==> src/rtl/pdm_mic_pwr_ctrl.sv <==
module pdm_mic_pwr_ctrl #(
  parameter int IDLE_LIMIT  = 100000,
  parameter int WAKE_CYCLES = 32768
) (
  input  logic clk,
  input  logic rst,
  input  logic pdm_clk,
  input  logic sel_left,
  input  logic mod_bit,
  output logic dout,
  output logic dout_oe,
  output logic awake
);
  localparam int IW = $clog2(IDLE_LIMIT + 2);
  localparam int WW = $clog2(WAKE_CYCLES + 1);
  localparam logic [IW-1:0] IDLE_MAX = IW'(IDLE_LIMIT + 1);
  localparam logic [WW-1:0] WAKE_MAX = WW'(WAKE_CYCLES);

  logic [2:0]    sync_q;
  logic [IW-1:0] idle_cnt;
  logic [WW-1:0] wake_cnt;

  always_ff @(posedge clk)
    if (rst) sync_q <= '0;
    else     sync_q <= {sync_q[1:0], pdm_clk};

  wire rise     = sync_q[1] & ~sync_q[2];
  wire fall     = ~sync_q[1] & sync_q[2];
  wire inactive = (idle_cnt == IDLE_MAX);
  wire launch   = sel_left ? rise : fall;
  wire release_e = sel_left ? fall : rise;

  always_ff @(posedge clk)
    if (rst)                   idle_cnt <= IDLE_MAX;
    else if (rise | fall)      idle_cnt <= '0;
    else if (!inactive)        idle_cnt <= idle_cnt + 1'b1;

  always_ff @(posedge clk)
    if (rst)                   wake_cnt <= '0;
    else if (rise) begin
      if (inactive)            wake_cnt <= WW'(1);
      else if (wake_cnt != WAKE_MAX) wake_cnt <= wake_cnt + 1'b1;
    end
    else if (inactive)         wake_cnt <= '0;

  assign awake = (wake_cnt == WAKE_MAX);

  always_ff @(posedge clk)
    if (rst || !awake) begin
      dout_oe <= 1'b0;
      dout    <= 1'b0;
    end else if (launch && !dout_oe) begin
      dout_oe <= 1'b1;
      dout    <= mod_bit;
    end else if (release_e) begin
      dout_oe <= 1'b0;
    end

  assert_idle_sleeps_R1: assert property (@(posedge clk) disable iff (rst)
    inactive && !rise |=> !awake);
  assert_sleep_quiet_R2: assert property (@(posedge clk) disable iff (rst)
    !awake |=> !dout_oe);
  assert_wake_on_rise_R3: assert property (@(posedge clk) disable iff (rst)
    $rose(awake) |-> $past(rise));
  assert_wake_cap_R3: assert property (@(posedge clk) disable iff (rst)
    wake_cnt <= WAKE_MAX);
  assert_hold_bit_R6: assert property (@(posedge clk) disable iff (rst)
    dout_oe && $past(dout_oe) |-> $stable(dout));
  assert_reset_state_R7: assert property (@(posedge clk)
    rst |=> !awake && !dout_oe);
endmodule

==> config.mk <==
export PLATFORM = sky130hd
export DESIGN_NAME = pdm_mic_pwr_ctrl
export DESIGN_NICKNAME = d
export VERILOG_FILES = /design/src/rtl/pdm_mic_pwr_ctrl.sv
export SDC_FILE = /design/constraint.sdc
export NUM_CORES = 1
export LEC_CHECK = 0
export ABC_CLOCK_PERIOD_IN_PS = 4200
export BUFFER_PORTS_ARGS = -buffer_cell sky130_fd_sc_hd__buf_2
export CAP_MARGIN = 20
export CORE_ASPECT_RATIO = 0.7
export CORE_UTILIZATION = 35
export CTS_CLUSTER_SIZE = 20
export DETAILED_ROUTE_END_ITERATION = 10
export HOLD_SLACK_MARGIN = 0.02
export PLACE_DENSITY = 0.51
export SYNTH_ARGS = -nofsm -noshare
export SYNTH_HDL_FRONTEND = slang
export SYNTH_SLANG_ARGS = --single-unit
export TNS_END_PERCENT = 20
==> constraint.sdc <==
create_clock -name clk -period 4.2 [get_ports clk]
set_input_delay 0.42 -clock clk [delete_from_list [all_inputs] [get_ports clk]]
set_output_delay 0.42 -clock clk [all_outputs]
set_load 0.05 [all_outputs]
* After elaboration in Yosys (flattened, before gate mapping) *
Index checks and enable logic that the tools add are counted.

storage, ports and cells
  RAM bits = 0
  word-level logic and storage cells = 36
  memories kept = 0
  bits in read-only memories = 0
  register bits = 38
  output and inout port bits = 3
  latch bits = 0

operators by class
  magnitude comparators = 0
  equality and inequality tests = 4
  reductions and logical operators = 9
  bitwise logic cells = 5
  $mul = 0
  shift-type cells = 0
  $add $sub $neg = 2
  divide/modulo/power cells = 0
  muxes and demuxes = 10

operators with widths
  cell                                                                     count
  16-bit 2-to-1 mux                                                        4
  17-bit 2-to-1 mux                                                        2
  17-bit by 1-bit adder with 17-bit output, second input constant          1
  17-bit == test, second input constant                                    1
  16-bit by 1-bit adder with 16-bit output, second input constant          1
  16-bit == test, second input constant                                    1
  16-bit inequality test, second input constant                            1
  2-bit nonzero test                                                       3
  1-bit 2-to-1 mux                                                         4
  1-bit bitwise AND                                                        2
  1-bit zero test                                                          2
  2-bit by 1-bit inequality test with 1-bit output, second input constant  1
  1-bit inverter                                                           2
  2-bit AND reduction                                                      1
  2-bit OR reduction                                                       1
  1-bit logical AND                                                        1
  1-bit logical OR                                                         1
  1-bit OR                                                                 1

* Longest topological paths before layout *
  depth after elaboration = 5
  mapped depth = 7

* Worst setup path after synthesis *
OpenSTA, ideal clock, no wires.

  path kind = register -> output
  start = register wake_cnt[0]
  end = output awake
  cell stages (with the launch flop) = 6
  path slack = 2.344 ns
  arrival = 1.436 ns
  cells stage by stage = dfxtp_1 inv_1 ha_1 nor4b_2 nand4_1 inv_1

between the ends
  longest elaborated chain between the ends = 1

RTL lines
  what                      line  source
  start: declaration        21    logic [WW-1:0] wake_cnt;
  start signal: assignment  42    else if (wake_cnt != WAKE_MAX) wake_cnt <= wake_cnt + 1'b1;
  16-bit == test            46    assign awake = (wake_cnt == WAKE_MAX);
  end: declaration          12    output logic awake

No other way between the ends.

* Worst setup path after layout *
Same ends and word-level chain as after synthesis.

==> impl_metrics.yaml <==
job:
  maxCapViolations: 0
drt:
  wl_um: 3760
  post-route-drc-count: 0
  wl_per_cell_um: 12.8
  drt-initial-drc-count: 141
  first_pass_iters: 4
  postRouteAntennaNets: 0
  viasPerCell: 4.94
  vias: 1453
cts:
  cts_hold_buf: 0
  worst_setup_hold_path_clk_slew_ns: 0.07
  cts_tree: "built"
  cts_resized: 0
  clock_sinks: 38
  cts_buffer_depth: 2
  root_buffer: "clkbuf_8"
  worstSkewPairLatency_ns: 0.28
  post_cts_buffers: 0
  cts_buffers: 5
  cts.htree.levels: 2
layout:
  drive_gt1_share_pct: 10.8
  syn2layout_area_growth_pct: 9.84
  nNetsFinal: 232
  diodes: 0
  final_util_pct: 40.0
  finalInstanceArea_um2: 2090
synthesis:
  netlist_area_um2: 1910
  synthFlopType: "dfxtp_1"
  synth_edf_count: 0
  ys_seq_area_share_pct: 39.9
  syn_avg_cell_area_um2: 8.95
  ys_async_sr_fraction_pct: 0
  synth_cell_types: 45
  synth-warning-count: 0
  ys_seq_elements: 38
  syn_inst: 213
  mappedNetlistNets: 224
power_and_ir_drop:
  leakagePower_nw: 0.705
  vdd_drop_max_mv: 0.188
  p_per_area_nw_per_um2: 346
place:
  placed_area_um2: 2000
  gp_congestion: 0.746
  hpwl_um: 2710
  io_buffers: 7
sta:
  fmax_mhz: 426
  finalCriticalPeriod_ns: 2.35
  setup_violations: 0
  tns_ns: 0
  hold_violations: 0
  max-slew-margin-rel_pct: 60.5
  slew_viol_final: 0
  finalCritPeriodShare_pct: 55.9
  worst_slew_pin_slew_ns: 0.592
  skew_ns: 0.00271
  rsz0062_at_grt: "no"
worst_setup_path:
  rr_worst_depth: 5
  worstPathArrival_ns: 1.93
  critPathLaunch: "wake_cnt[0]"
  start_kind: "flop"
  rrSetupSlack_ns: 2.29
  reg2reg_to: "wake_cnt[4]"
  worstSetupEndpoint: "awake"
  crit_type: "reg2out"
  worst_ep_required_time_ns: 3.78
  path_max_fanout: 5
  r2r-start: "idle_cnt[0]"
  endpoint_kind: "output port"
global_routing:
  grt_pass1_vias: 1340
  met3_usage_pct: 3.57
  use_met2_pct: 17.7
  busiest_layer: "met1"
  grt_pass1_wl_um: 6820
  gr-usage-met1_pct: 24.7
  antenna_found_initial: 0
  track_usage_pct: 15.1
  grt_max_degree: 17
  grt_overflow_total: 0
floorplan:
  io-pin-count: 8
  die_area_um2: 5750
  core-area_um2: 5230
  placementRows: 22
  die_w_um: 90.2
  initial_core_util_pct: 36.5
  die_y_um: 63.8
run_status:
  status: "completed"
min_path:
  worstHoldPathType: "in2reg"
## through the flow
step	setup slack, ns	hold WS [ns]	power (mW)	instances
global placement	2.12	0.426	0.478	286
detailed placement	2.14	0.428	0.477	286
CTS	1.81	0.343	0.738	294
finish	1.85	0.350	0.724	294
global route	1.64	0.356	0.763	294
floorplan	2.34	0.414	0.457	213
## layer usage
metal  wire length, um  vias to the layer above
met5                 0                        -
met2              1270                       21
met4                 0                        0
met1              2360                      644
li1                  -                      788
met3               131                        0
## flip-flops by register name, indices dropped and copies added, names as in the netlist
signal and cells:
dout 1, dout_oe 1, idle_cnt 17, sync_q 3, wake_cnt 16
## critical path, cell delays in order, from the launching register on
cell and delay, ns:
dfxtp_1 0.35, inv_1 0.10, ha_1 0.16, nor4b_2 0.36, nand4_1 0.31, inv_1 0.11, buf_2 0.26
## logic make-up (layout without fill, tap and decap cells)
| family | count (synthesis) | count (layout) | synth area share, % |
|---|---|---|---|
| adder cells (fa/ha/maj) | 6 | 6 | 3.94 |
| XOR/XNOR | 20 | 20 | 9.19 |
| multiplexers | 3 | 3 | 1.57 |
| flip-flops | 38 | 38 | 39.9 |
| AO/OA/AOI/OAI | 33 | 33 | 12.0 |
| buffers and inverters | 16 | 25 | 3.48 |
| AND/OR/NAND/NOR | 97 | 97 | 29.9 |
## report_power, final
| group | switching (mW) | internal (mW) |
|---|---|---|
| logic | 0.0424 | 0.0316 |
| clock network | 0.125 | 0.132 |
| registers | 0.0188 | 0.374 |
## synth_stat cells (4+ instances only)
library cell / n / area, um^2
nor3_1: 7 / 35.0
nand2b_1: 4 / 25.0
inv_1: 10 / 37.5
nor2_1: 21 / 78.8
ha_1: 6 / 75.1
dfxtp_1: 38 / 761
xnor2_1: 10 / 87.6
nand4_1: 10 / 62.6
nand2_1: 11 / 41.3
a21oi_1: 12 / 60.1
xor2_1: 10 / 87.6
a21o_1: 6 / 45.0
nor4_1: 7 / 43.8
nand3_1: 13 / 65.1
o21ai_0: 5 / 25.0
## final cells by class
class                   instances  area, um^2
clock buffers                   7        86.3
clock inverters                 1        5.00
fillers                       564        3140
inverters                      10        37.5
multi-input cells             159        1080
flip-flops and latches         38         761
well taps                      72        90.1
repair buffers                  7        35.0
## layout by cell type (no fill, tap or decap), types with 7 or more instances in the layout
cell type and count:
dfxtp_1 38, nor2_1 21, nand3_1 13, a21oi_1 12, nand2_1 11, inv_1 10
nand4_1 10, xor2_1 10, xnor2_1 10, nor3_1 7, nor4_1 7, buf_2 7
## worst min path at each step
| stage | slack [ns] | from | cells past startpoint | endpoint |
|---|---|---|---|---|
| finish | 0.35 | pdm_clk | 2 | sync_q[0] |
| global route | 0.36 | pdm_clk | 2 | sync_q[0] |
| CTS | 0.34 | pdm_clk | 2 | sync_q[0] |
| detailed placement | 0.43 | sync_q[0] | 1 | sync_q[1] |
| global placement | 0.43 | sync_q[0] | 1 | sync_q[1] |
| floorplan | 0.41 | sync_q[0] | 1 | sync_q[1] |
Note: power is estimated with default switching activity, not from simulation.
